**src/rtl/state_save_pkg.sv**
```systemverilog
package state_save_pkg;

   localparam int KIND_W = 3;

   typedef enum logic [KIND_W-1:0] {
      KIND_X87 = 3'd0,
      KIND_VEC = 3'd1,
      KIND_CSR = 3'd2,
      KIND_EXT = 3'd3,
      KIND_HDR = 3'd4
   } req_kind_e;

   typedef enum logic [1:0] {
      ST_IDLE = 2'd0,
      ST_RUN  = 2'd1,
      ST_HDR  = 2'd2
   } seq_state_e;

   // Work-vector slot positions: 0 x87, 1 vector, 2 control/status,
   // slot p >= 3 holds extended component p-1.
   localparam int SLOT_X87 = 0;
   localparam int SLOT_VEC = 1;
   localparam int SLOT_CSR = 2;
   localparam int SLOT_EXT = 3;

endpackage

```
**src/rtl/ss_select_calc.sv**
```systemverilog
module ss_select_calc #(
   parameter int NCOMP  = 64,
   parameter int PL_W   = 2,
   parameter int ADDR_W = 64,
   parameter int ZERO_W = 64,
   localparam int TUPLE_W = PL_W + 1 + ADDR_W + ZERO_W
) (
   input  logic [NCOMP-1:0]   instr_mask,
   input  logic [NCOMP-1:0]   enable_reg,
   input  logic [NCOMP-1:0]   inuse_map,
   input  logic [NCOMP-1:0]   modified_map,
   input  logic [NCOMP-1:0]   old_header,
   input  logic [TUPLE_W-1:0] track_tuple,
   input  logic [PL_W-1:0]    cur_priv,
   input  logic               non_root,
   input  logic [ADDR_W-1:0]  area_addr,
   output logic [NCOMP-1:0]   work_vec,
   output logic [NCOMP-1:0]   new_header
);
   import state_save_pkg::*;

   localparam int LAST_EXT = NCOMP - 2;

   logic [NCOMP-1:0]   req_set;
   logic [TUPLE_W-1:0] live_tuple;
   logic               tuple_hit;
   logic [LAST_EXT:0]  save_set;
   logic               unused_top_modified;

   // requested set
   assign req_set    = instr_mask & enable_reg;
   // exact tuple compare including the zero field
   assign live_tuple = {cur_priv, non_root, area_addr, {ZERO_W{1'b0}}};
   assign tuple_hit  = (track_tuple == live_tuple);

   // save set, top component never stored
   assign save_set = req_set[LAST_EXT:0] & inuse_map[LAST_EXT:0]
                   & (tuple_hit ? modified_map[LAST_EXT:0] : {(LAST_EXT+1){1'b1}});
   assign unused_top_modified = modified_map[NCOMP-1];

   // Work vector in issue order
   assign work_vec[SLOT_X87] = save_set[0];
   assign work_vec[SLOT_VEC] = save_set[1];
   assign work_vec[SLOT_CSR] = req_set[1] | req_set[2];
   generate
      for (genvar p = SLOT_EXT; p < NCOMP; p++) begin : g_ext_slot
         assign work_vec[p] = save_set[p-1];
      end
   endgenerate

   // header merge
   assign new_header = (old_header & ~req_set) | (inuse_map & req_set);

endmodule

```
**src/rtl/ss_lowest_pick.sv**
```systemverilog
module ss_lowest_pick #(
   parameter int W          = 64,
   parameter int FIND_STYLE = 0,
   localparam int PW        = $clog2(W)
) (
   input  logic [W-1:0]  vec,
   output logic [W-1:0]  onehot,
   output logic [PW-1:0] pos,
   output logic          any
);
   assign any = |vec;

   generate
      if (FIND_STYLE == 0) begin : g_scan
         // Descending scan: the last hit written is the lowest set bit
         always_comb begin
            pos = '0;
            for (int i = W - 1; i >= 0; i--) begin
               if (vec[i]) pos = PW'(i);
            end
         end
         assign onehot = any ? (W'(1) << pos) : '0;
      end else if (FIND_STYLE == 1) begin : g_isolate
         // Two's-complement isolate, then encode the one-hot word
         assign onehot = vec & (~vec + W'(1));
         always_comb begin
            pos = '0;
            for (int b = 0; b < PW; b++) begin
               for (int i = 0; i < W; i++) begin
                  if ((((i >> b) & 1) != 0) && onehot[i]) pos[b] = 1'b1;
               end
            end
         end
      end else begin : g_bad_style
         $error("ss_lowest_pick: FIND_STYLE must be 0 or 1");
      end
   endgenerate

   always_comb begin
      assert_pick_onehot_R9: assert ($onehot0(onehot))
         else $error("pick output not one-hot");
   end

endmodule

```
**src/rtl/state_save_seq.sv**
```systemverilog
module state_save_seq #(
   parameter int NCOMP      = 64,
   parameter int PL_W       = 2,
   parameter int ADDR_W     = 64,
   parameter int ZERO_W     = 64,
   parameter int OFF_W      = 32,
   parameter int FIND_STYLE = 0,
   localparam int IDX_W     = $clog2(NCOMP),
   localparam int TUPLE_W   = PL_W + 1 + ADDR_W + ZERO_W
) (
   input  logic               clk,
   input  logic               rst_n,
   input  logic               start,
   input  logic [NCOMP-1:0]   instr_mask,
   input  logic [NCOMP-1:0]   enable_reg,
   input  logic [NCOMP-1:0]   inuse_map,
   input  logic [NCOMP-1:0]   modified_map,
   input  logic [NCOMP-1:0]   old_header,
   input  logic [TUPLE_W-1:0] track_tuple,
   input  logic [PL_W-1:0]    cur_priv,
   input  logic               non_root,
   input  logic [ADDR_W-1:0]  area_addr,
   output logic [IDX_W-1:0]   lut_index,
   input  logic [OFF_W-1:0]   lut_offset,
   output logic               req_valid,
   output logic [2:0]         req_kind,
   output logic [IDX_W-1:0]   req_index,
   output logic [OFF_W-1:0]   req_offset,
   output logic [NCOMP-1:0]   req_header,
   input  logic               req_ready,
   output logic               busy,
   output logic               done
);
   import state_save_pkg::*;

   generate
      if (NCOMP < 4) begin : g_bad_ncomp
         $error("state_save_seq: NCOMP must be at least 4");
      end
      if (NCOMP != (1 << IDX_W)) begin : g_bad_pow2
         $error("state_save_seq: NCOMP must be a power of two");
      end
      if (OFF_W < 1 || PL_W < 1 || ADDR_W < 1) begin : g_bad_width
         $error("state_save_seq: widths must be positive");
      end
   endgenerate

   seq_state_e       state_q;
   logic [NCOMP-1:0] work_q;
   logic [NCOMP-1:0] hdr_q;
   logic             done_q;

   logic [NCOMP-1:0] work_d;
   logic [NCOMP-1:0] hdr_d;
   logic [NCOMP-1:0] pick_oh;
   logic [IDX_W-1:0] pick_pos;
   logic             pick_any;
   logic [NCOMP-1:0] work_left;
   req_kind_e        cur_kind;
   logic [IDX_W-1:0] cur_index;
   logic             accept;

   ss_select_calc #(
      .NCOMP (NCOMP), .PL_W (PL_W), .ADDR_W (ADDR_W), .ZERO_W (ZERO_W)
   ) u_calc (
      .instr_mask   (instr_mask),
      .enable_reg   (enable_reg),
      .inuse_map    (inuse_map),
      .modified_map (modified_map),
      .old_header   (old_header),
      .track_tuple  (track_tuple),
      .cur_priv     (cur_priv),
      .non_root     (non_root),
      .area_addr    (area_addr),
      .work_vec     (work_d),
      .new_header   (hdr_d)
   );

   ss_lowest_pick #(.W (NCOMP), .FIND_STYLE (FIND_STYLE)) u_pick (
      .vec    (work_q),
      .onehot (pick_oh),
      .pos    (pick_pos),
      .any    (pick_any)
   );

   // Slot position to request kind and component index
   always_comb begin
      if (state_q == ST_HDR) begin
         cur_kind  = KIND_HDR;
         cur_index = '0;
      end else if (pick_pos == IDX_W'(SLOT_X87)) begin
         cur_kind  = KIND_X87;
         cur_index = '0;
      end else if (pick_pos == IDX_W'(SLOT_VEC)) begin
         cur_kind  = KIND_VEC;
         cur_index = IDX_W'(1);
      end else if (pick_pos == IDX_W'(SLOT_CSR)) begin
         cur_kind  = KIND_CSR;
         cur_index = IDX_W'(1);
      end else begin
         cur_kind  = KIND_EXT;
         cur_index = pick_pos - IDX_W'(1);
      end
   end

   assign req_valid  = ((state_q == ST_RUN) && pick_any) || (state_q == ST_HDR);
   assign req_kind   = cur_kind;
   assign req_index  = cur_index;
   assign lut_index  = cur_index;
   assign req_offset = (state_q == ST_RUN && cur_kind == KIND_EXT) ? lut_offset : '0;
   assign req_header = hdr_q;
   assign accept     = req_valid && req_ready;
   assign work_left  = work_q & ~pick_oh;
   assign busy       = (state_q != ST_IDLE);
   assign done       = done_q;

   always_ff @(posedge clk or negedge rst_n) begin
      if (!rst_n) begin
         state_q <= ST_IDLE;
         work_q  <= '0;
         hdr_q   <= '0;
         done_q  <= 1'b0;
      end else begin
         done_q <= 1'b0;
         unique case (state_q)
            ST_IDLE: begin
               if (start) begin
                  work_q  <= work_d;
                  hdr_q   <= hdr_d;
                  state_q <= (work_d != '0) ? ST_RUN : ST_HDR;
               end
            end
            ST_RUN: begin
               if (accept) begin
                  work_q <= work_left;
                  if (work_left == '0) state_q <= ST_HDR;
               end
            end
            ST_HDR: begin
               if (accept) begin
                  state_q <= ST_IDLE;
                  done_q  <= 1'b1;
               end
            end
            default: state_q <= ST_IDLE;
         endcase
      end
   end

   // a stalled request is held unchanged
   assert_hold_R8: assert property (@(posedge clk) disable iff (!rst_n)
      (req_valid && !req_ready) |=> (req_valid && $stable(req_kind)
         && $stable(req_index) && $stable(req_offset) && $stable(req_header)))
      else $error("stalled request changed");

   // done only right after the header is accepted
   assert_done_R9: assert property (@(posedge clk) disable iff (!rst_n)
      done |-> $past(req_valid && req_ready && req_kind == 3'(KIND_HDR)))
      else $error("done without header acceptance");

   // extended indices ascend
   assert_ascend_R4: assert property (@(posedge clk) disable iff (!rst_n)
      (req_valid && req_ready && req_kind == 3'(KIND_EXT)) |=>
         (!req_valid || req_kind != 3'(KIND_EXT) || req_index > $past(req_index)))
      else $error("extended indices not ascending");

   // extended indices stay within 2..NCOMP-2
   assert_range_R4: assert property (@(posedge clk) disable iff (!rst_n)
      (req_valid && req_kind == 3'(KIND_EXT)) |->
         (req_index >= IDX_W'(2) && req_index <= IDX_W'(NCOMP - 2)))
      else $error("extended index out of range");

   // captured header is untouched while busy
   assert_keep_R10: assert property (@(posedge clk) disable iff (!rst_n)
      busy |=> $stable(req_header))
      else $error("header changed during a sequence");

   // nothing valid when idle
   assert_idle_R11: assert property (@(posedge clk) disable iff (!rst_n)
      !busy |-> !req_valid)
      else $error("request valid while idle");

endmodule

```
**config.mk**
```make
export PLATFORM = sky130hd
export DESIGN_NAME = state_save_seq
export DESIGN_NICKNAME = d
export VERILOG_FILES = /design/src/rtl/state_save_pkg.sv /design/src/rtl/ss_select_calc.sv /design/src/rtl/ss_lowest_pick.sv /design/src/rtl/state_save_seq.sv
export SDC_FILE = /design/constraint.sdc
export NUM_CORES = 1
export LEC_CHECK = 0
export ABC_CLOCK_PERIOD_IN_PS = 7100
export BUFFER_PORTS_ARGS = -buffer_cell sky130_fd_sc_hd__buf_2
export CAP_MARGIN = 5
export CORE_AREA = 8 8 257 259
export DETAILED_ROUTE_END_ITERATION = 12
export DIE_AREA = 0 0 265 267
export PLACE_DENSITY = 0.5
export SLEW_MARGIN = 20
export SYNTH_ARGS = -nofsm -noshare
export SYNTH_HDL_FRONTEND = slang
export SYNTH_SLANG_ARGS = --single-unit
```
**constraint.sdc**
```tcl
create_clock -name clk -period 7.1 [get_ports clk]
set_clock_uncertainty 0.05 [all_clocks]
set_input_delay 2.13 -clock clk [delete_from_list [all_inputs] [get_ports clk]]
set_output_delay 2.13 -clock clk [all_outputs]
set_load 0.02 [all_outputs]
```
## Word-level counts from Yosys, hierarchy flattened

Index checks and enable logic that the tools add are counted.

| storage, ports and cells | value |
|---|---|
| ROM bits | 0 |
| logic and storage cells | 126 |
| register bits after elaboration | 131 |
| output and inout bits | 114 |
| input port bits | 554 |
| latch bits | 0 |
| memory bits (writable) | 0 |
| memories | 0 |

| cells by class | value |
|---|---|
| reductions and logical operators | 14 |
| $add $sub $neg | 1 |
| eq/ne operators | 10 |
| div/mod/pow operators | 0 |
| mux-type cells | 86 |
| $mul | 0 |
| $lt $le $gt $ge | 0 |
| bitwise gates (word level) | 10 |
| shift operators | 1 |

Operators by type and width:

| kind | number |
|---|---|
| 2-to-1 mux 6 bit | 68 |
| AND 64 bit | 4 |
| 2-to-1 mux 64 bit | 3 |
| equality test 131 bit | 1 |
| inverter 64 bit | 2 |
| one-hot mux 64 bit (2 select lines) | 1 |
| AND 63 bit | 2 |
| logical NOT 64 bit | 1 |
| bitwise OR 64 bit | 1 |
| nonzero test 64 bit | 1 |
| OR reduction 64 bit | 1 |
| left shift 1 x 6 -> 64 bit (first input constant) | 1 |
| 2-to-1 mux 63 bit | 1 |
| 2-to-1 mux 32 bit | 1 |
| 2-to-1 mux 2 bit | 7 |
| equality test 6 x 1 -> 1 bit (second input constant) | 1 |
| equality test 6 x 2 -> 1 bit (second input constant) | 1 |
| logical NOT 6 bit | 1 |
| != test 2 bit (second input constant) | 3 |
| one-hot mux 2 bit (3 select lines) | 1 |
| subtractor 6 x 1 -> 6 bit (second input constant) | 1 |
| AND reduction 4 bit | 1 |
| nonzero test 2 bit | 2 |
| equality test 3 x 2 -> 1 bit (second input constant) | 1 |
| other kinds (11) | 15 |

## Longest topological paths before layout

Gate-level depths: netlist of the first run.

| depth | value |
|---|---|
| depth after elaboration | 72 |
| depth in mapped cells | 22 |
| gate-level depth less buffers | 21 |

## By module

A second synthesis of the first run with hierarchy kept.

| second synthesis, totals | value |
|---|---|
| cells, all modules | 1455 |
| area, all modules | 11040.6 sq um |

By module, submodules not included:

| module | area each (sq um) | instances | sequential area each (sq um) | cells each |
|---|---|---|---|---|
| state_save_seq | 6500.0 | 1 | 3278.1 | 676 |
| ss_select_calc | 2889.0 | 1 | 0.0 | 520 |
| ss_lowest_pick | 1651.6 | 1 | 0.0 | 259 |

## Least setup slack after synthesis of the first run

No wires, ideal clock.

| timing path | value |
|---|---|
| kind | register to output |
| from | reg work_q[61] |
| to | out req_index[5] |
| data arrival time | 3599 ps |
| buffers on the path | 2 |
| stages on the path, launching flop included | 17 |
| data required time | 4920 ps |
| slack | 1321 ps |
| cells stage by stage | dfrtp_1 o31ai_1 a211oi_1 o311ai_0 a31oi_1 o21ai_0 a31oi_1 o31ai_1 nand2_1 ha_1 clkbuf_1 or2_2 nor2_1 o21ai_0 or2_2 mux2i_1 buf_4 |

| on the way | value |
|---|---|
| word-level cells in the longest chain between the ends | 67 |
| elaborated cells on any way between the ends | 70 |
| those cells by class | 1 x add/sub; 2 x eq/ne; 66 x mux; 1 x reduce/logical |

Ends and longest elaborated chain:

| what | line | RTL |
|---|---|---|
| from (decl) | state_save_seq.sv:49 | `logic [NCOMP-1:0] work_q;` |
| from (signal assigned) | state_save_seq.sv:128 | `work_q <= work_d;` |
| from (signal assigned) | state_save_seq.sv:135 | `work_q <= work_left;` |
| 2-to-1 mux 6 bit (*) (62 in a row) | ss_lowest_pick.sv:19 | `if (vec[i]) pos = PW'(i);` |
| subtractor 6 x 1 -> 6 bit / equality test 6 x 2 -> 1 bit (equally long branches) | state_save_seq.sv:102, state_save_seq.sv:97 |  |
| 2-to-1 mux 6 bit | state_save_seq.sv:97 | `end else if (pick_pos == IDX_W'(SLOT_CSR)) begin` |
| 2-to-1 mux 6 bit | state_save_seq.sv:94 | `end else if (pick_pos == IDX_W'(SLOT_VEC)) begin` |
| 2-to-1 mux 6 bit (*) | state_save_seq.sv:91 | `end else if (pick_pos == IDX_W'(SLOT_X87)) begin` |
| 2-to-1 mux 6 bit (*) | state_save_seq.sv:88 | `if (state_q == ST_HDR) begin` |
| to (decl) | state_save_seq.sv:27 | `output logic [IDX_W-1:0] req_index,` |

Mark *: on every way between the ends. The rest lies on a longest branch, timed or not.

## Worst setup path in the final report of the first run

| timing path | value |
|---|---|
| from | reg work_q[63] |
| to | out lut_index[3] |

| on the way | value |
|---|---|
| word-level cells in the longest chain between the ends | 69 |
| elaborated cells on any way between the ends | 72 |
| those cells by class | 1 x add/sub; 2 x eq/ne; 68 x mux; 1 x reduce/logical |

Ends and longest elaborated chain:

| what | line | RTL |
|---|---|---|
| 2-to-1 mux 6 bit (*) (64 in a row) | ss_lowest_pick.sv:19 |  |
| subtractor 6 x 1 -> 6 bit / equality test 6 x 2 -> 1 bit (equally long branches) | state_save_seq.sv:102, state_save_seq.sv:97 |  |
| 2-to-1 mux 6 bit | state_save_seq.sv:97 |  |
| 2-to-1 mux 6 bit | state_save_seq.sv:94 |  |
| 2-to-1 mux 6 bit (*) | state_save_seq.sv:91 |  |
| 2-to-1 mux 6 bit (*) | state_save_seq.sv:88 |  |
| to (decl) | state_save_seq.sv:23 | `output logic [IDX_W-1:0] lut_index,` |

Marked as above.

==> results.toml, run 1 <==
[outcome]
status = "complete, no violations"

[clocking]
cts_inserted_buffers = 17
hold_buffers = 0
cts_buffer_depth = 2
ctsHtreeMaxLevel = 4
cts_root_buf = "clkbuf_16"
cts.sinks = 131
cts_setup_buffers = 0
cts_resized = 0
clk_pin_slew_ps = 70
clk_latency_ps = 460
cts_tree = "built"

[worst_hold_path]
holdCritStartpoint = "req_header[3]"
hp-class = "register to register"
holdPathEnd = "req_header[3]"
worst_hold_path.num_cells = 2

[die]
io_pins = 668
start_util_pct = 15.94
dieWidth_um = 265
core_area_mm2 = 0.06216
num_rows = 92
die_h_um = 267
die-area_mm2 = 0.07076

[drt]
drt_wl_total_mm = 81.29
wl_per_cell_um = 29.08
drcViolationCount = 0
ant_nets = 0
vias = 13780
via_per_inst = 4.928
drtIter0Drc = 1265
first_pass_iters = 6

[power_and_ir_drop]
ir_worst_vdd_v = 0.0005273
leakagePower_nw = 7.121
power_mw = 7.777
power.density_mw_per_mm2 = 515.8

[timing]
finalHoldViolCount = 0
fin_crit_sh_pct = 96.55
setup_viol = 0
fin_crit_ps = 6855
drv_slew = 0
fmax_ghz = 0.1459
worstMarginPinSlew_ps = 1115
tns_ps = 0
relSlewSlack_pct = 25.64
rsz0062_at_grt = "false"

[worst_setup_path]
slowest_delay_ps = 520
cp_cell_sequence = "nor2_1 -> o31ai_1 -> a211oi_1 -> o311ai_0 -> a31oi_1 -> o21ai_0 -> a31oi_1 -> o31ai_1 -> nand2_1 -> ha_1 -> or2_2 -> nor2_1 -> o21ai_0 -> buf_4 -> a21oi_1 -> buf_2"
reg2reg_depth = 21
r2r_start = "work_q[63]"
arrival_ps = 4680
worstSetupEndpointType = "primary output"
startpoint_type = "register"
path_max_fanout = 7
worstReg2RegEnd = "state_q[1]"
cp_slowest_cell = "dfrtp_1"
reg2reg_setup_slack_ps = 1040
crit_type = "register to primary output"
cp.required_ps = 4920

[layout]
area_growth_pct = 52.15
drive_gt1_share_pct = 39.56
final_nets = 2528

[grt]
grt_use_total_pct = 21.99
antenna_found_initial = 51
grt_pass1_wl_mm = 110.3
grt_overflow_total = 0
grt_pass1_vias = 13870
grt_max_degree = 97

[job]
drv_cap = 0

[yosys]
async_flop_share_pct = 100.0
yosysWarnings = 0
avgSynthCellArea_um2 = 7.640
synth_top_area_share_pct = 33.08
synth_most_common_cell = "o21ai_0"
synth_top_area_cell = "dfrtp_1"
synth_edf_count = 0
synth_cell_types = 66
synthTopCellsByArea = "dfrtp_1 (33%), o21ai_0 (8.7%), nand2_1 (6.5%)"
seq_area_frac_synth_pct = 33.08
synth_nets = 1856
mappedNetlistArea_mm2 = 0.009910
syn_inst = 1297
ys_top_cells_by_count = "o21ai_0 (173), nand2_1 (171), dfrtp_1 (131)"
synthFlopType = "dfrtp_1"
synth.ff_latch_count = 131

[placement]
hpwl_mm = 70.06
portBuffers = 666
gp_congestion = 0.9775
through the flow:
step	setup slack, ps	instances	instance area [µm²]	hold slack (ps)	util, %
after CTS	372.1	2781	15040	430.8	24.19
after detailed placement	613.3	2749	14460	415.6	23.25
after global placement	620.3	2749	14460	411.3	23.25
after floorplan	1321	1297	9910	425.6	-
final	244.8	2796	15080	426.2	24.26
after global routing	146.2	2786	15050	446.3	24.22
sequential cells by signal (all words and copies together), names as in the netlist:
name        cells
done            1
work_q         64
state_q         2
req_header     64
cell families (layout without fill, tap and decap cells):
group	Yosys count	in the layout	share of synthesized area (%)
simple gates	495	495	25.86
buf+inv	115	800	4.672
fa+ha+maj	5	5	0.6313
mux	3	3	0.3030
xor+xnor	69	69	6.098
flops	131	131	33.08
other cells	0	15	0
compound gates	479	479	29.36
layout by cell type (no fill, tap or decap), types with 6 or more instances in the layout:
cell,Yosys,routed
nor4_1,41,39
o31ai_1,70,70
inv_1,42,42
inv_6,0,6
or4_1,16,16
a211oi_1,6,6
nand3_1,18,18
or2_2,6,6
buf_2,1,665
and2_1,37,37
o21ai_0,173,173
a31oi_1,47,47
nor3_1,13,13
a21oi_1,107,107
xnor2_1,68,68
nand2_1,171,169
nand4_1,45,45
and3_1,63,63
nor2_1,64,62
o22ai_1,15,15
diode_2,0,15
buf_4,6,56
o2111ai_1,9,9
clkbuf_16,0,17
dfrtp_1,131,131
where the power goes:
group / switching (mW) / total, mW / internal, mW
clock network: 0.435 / 0.907 / 0.472
registers: 0.385 / 1.44 / 1.05
logic: 3.82 / 5.43 / 1.62
total: 4.64 / 7.78 / 3.14
critical path, delay by kind of cell, from the launching register on:
kind / cells / cell delay (ps)
adder cells (fa/ha/maj): 1 / 240
AND/OR/NAND/NOR: 4 / 620
buffers and inverters: 2 / 450
flip-flops: 1 / 520
AO/OA/AOI/OAI: 9 / 2390
final cells by class:
type,count,area (µm²)
Clock inverter,15,158.9
Tap cell,799,999.7
Antenna cell,15,37.54
Clock buffer,17,425.4
Timing Repair Buffer,725,3820
Fill cell,7028,47080
Sequential cell,131,3278
Inverter,43,161.4
Multi-Input combinational cell,1051,6196
worst max-delay path by stage:
stage	from	endpoint	cells past startpoint
after detailed placement	track_tuple[44]	state_q[0]	12
after global routing	work_q[62]	req_index[3]	16
after CTS	work_q[63]	lut_index[3]	16
final	work_q[63]	lut_index[3]	16
after global placement	track_tuple[44]	state_q[0]	12
after floorplan	work_q[61]	req_index[5]	16
routing by layer:
| layer | up-vias | wire length, µm | GRT usage, % |
|---|---|---|---|
| met4 | 12 | 2217 | 7.165 |
| met1 | 6656 | 33760 | 27.95 |
| li1 | 6230 | - | - |
| met2 | 786 | 38750 | 36.64 |
| met3 | 94 | 6496 | 4.983 |
| met5 | - | 73 | 0 |
Note: power is estimated with default switching activity, not from simulation.
==> run 2: changes to the inputs <==
==> constraint.sdc (replaced) <==
create_clock -name clk -period 7.1 [get_ports clk]
set_clock_uncertainty 0.05 [all_clocks]
set_input_delay 0.355 -clock clk [delete_from_list [all_inputs] [get_ports clk]]
set_output_delay 0.355 -clock clk [all_outputs]
set_load 0.02 [all_outputs]
==> results.toml, run 2 (synthesis gave the netlist of run 1 again) <==
[worst_setup_path]
worstReg2RegEnd = "state_q[1]"
reg2reg_setup_slack_ps = 1300
cp_cell_sequence = "o31ai_1 -> a211oi_1 -> o311ai_0 -> a31oi_1 -> o21ai_0 -> a31oi_1 -> o31ai_1 -> nand2_1 -> ha_1 -> buf_4 -> or2_2 -> nor2_1 -> o21ai_0 -> nor2_2 -> and2_1 -> buf_2"
startpoint = "work_q[60]"
path_max_fanout = 32
cp.required_ps = 6690
crit_family = "compound AO/OA/AOI/OAI gates"
crit_end = "req_offset[28]"
slowest_delay_ps = 810
startpoint_type = "register"
worstSetupEndpointType = "primary output"
reg2reg_depth = 20
arrival_ps = 5450
r2r_start = "work_q[60]"
crit_type = "register to primary output"
worst-path-stages = 16
cp_slowest_cell = "nor2_2"
cp_num_buf_inv = 2

[clocking]
cts_inserted_buffers = 17
cts.sinks = 131
cts_resized = 0
cts_buffer_depth = 2
cts_tree = "built"
clk_latency_ps = 460
cts_root_buf = "clkbuf_16"
clk_pin_slew_ps = 70
ctsHtreeMaxLevel = 4

[grt]
grt_pass1_vias = 14040
grt_pass1_wl_mm = 109.9
antenna_found_initial = 50
grt_use_total_pct = 21.90
grt_overflow_total = 0
grt_max_degree = 101

[drt]
first_pass_iters = 5
ant_nets = 0
vias = 13730
drcViolationCount = 0
drt_wl_total_mm = 80.98
drtIter0Drc = 1160
via_per_inst = 4.979
wl_per_cell_um = 29.36

[timing]
relSlewSlack_pct = 22.12
fin_crit_sh_pct = 82.46
fin_crit_ps = 5855
rsz0062_at_grt = "false"
tns_ps = 0
fmax_ghz = 0.1708
whs_ps = 143.1
worstMarginPinSlew_ps = 1158
setup_viol = 0
drv_slew = 0
finalHoldViolCount = 0

[power_and_ir_drop]
power.density_mw_per_mm2 = 518.4
ir_worst_vdd_v = 0.0003043
leakagePower_nw = 6.961

[die]
die-area_mm2 = 0.07076
die_h_um = 267
dieWidth_um = 265
io_pins = 668
core_area_mm2 = 0.06216
start_util_pct = 15.94
num_rows = 92

[layout]
area_growth_pct = 49.74
drive_gt1_share_pct = 38.57
fin_area_mm2 = 0.01484
layout_commonest_cell = "buf_2"
nFillCells = 6996
final_cell_mix = "buf_2 (665), o21ai_0 (173), nand2_1 (169), dfrtp_1 (131), a21oi_1 (107)"
final_nets = 2493

[placement]
placed_cell_area_mm2 = 0.01415
hpwl_mm = 69.86
gp_congestion = 1.005
portBuffers = 666

[outcome]
status = "complete, no violations"

[worst_hold_path]
holdCritStartpoint = "old_header[29]"
hp-class = "input pin to register"

[job]
drv_cap = 0
## run 2: changes by cell type in the layout (fill, tap and decap cells not counted), sizes merged, moves of 2 or more
cell	previous run	this run
buf	725	689
bufinv	0	3
clkbuf	17	19
clkinvlp	0	3
diode	15	12
inv	53	46
## run 2: worst min path at each step
stage	to	cells after the start
6_report	req_header[29]	3
3_3_place_gp	done	1
5_1_grt	req_header[25]	3
3_5_place_dp	done	1
2_1_floorplan	done	0
4_1_cts	state_q[1]	3
## run 2: layer usage
| layer | track usage [%] | up-vias | wire, µm |
|---|---|---|---|
| li1 | - | 6136 | - |
| met1 | 27.10 | 6655 | 33240 |
| met5 | 0 | - | 91 |
| met2 | 36.52 | 806 | 38130 |
| met4 | 7.448 | 14 | 2605 |
| met3 | 5.922 | 122 | 6914 |
## run 2: where the power goes
part / internal, mW / switching, mW / leakage, nW
Clock: 0.576 / 0.394 / 0.297
Sequential: 1.06 / 0.369 / 1.68
Combinational: 1.52 / 3.78 / 4.99
Total: 3.15 / 4.54 / 6.96
## run 2: cell type report
type,count,area (µm²),share of cell area [%]
multi-input combinational,1051,6207,41.83
tap,799,999.7,6.737
timing repair buffer,690,3535,23.82
clock inverter,13,173.9,1.172
inverter,43,161.4,1.088
sequential,131,3278,22.09
clock buffer,19,452.9,3.053
antenna,12,30.03,0.2024
## run 2: repair_timing
item / in CTS / in global routing
endpoints found under the setup margin: 0 / 0
buffers inserted: 0 / 0
endpoints found under the hold margin: 61 / 0
hold buffers: 1 / 0
## run 2: tightest hold or removal path: stages
cell and delay (ps):
buf_2 80, a21oi_1 50, o21ai_0 130
## run 2: stage by stage
step	power, mW	cells	worst slack [ps]	util (%)
floorplan	4.441	1297	2512	-
global placement	6.707	2712	1406	22.77
detailed placement	6.682	2712	1432	22.77
CTS	7.685	2745	1231	23.79
global route	8.098	2753	893.3	23.85
finish	7.692	2758	1245	23.87
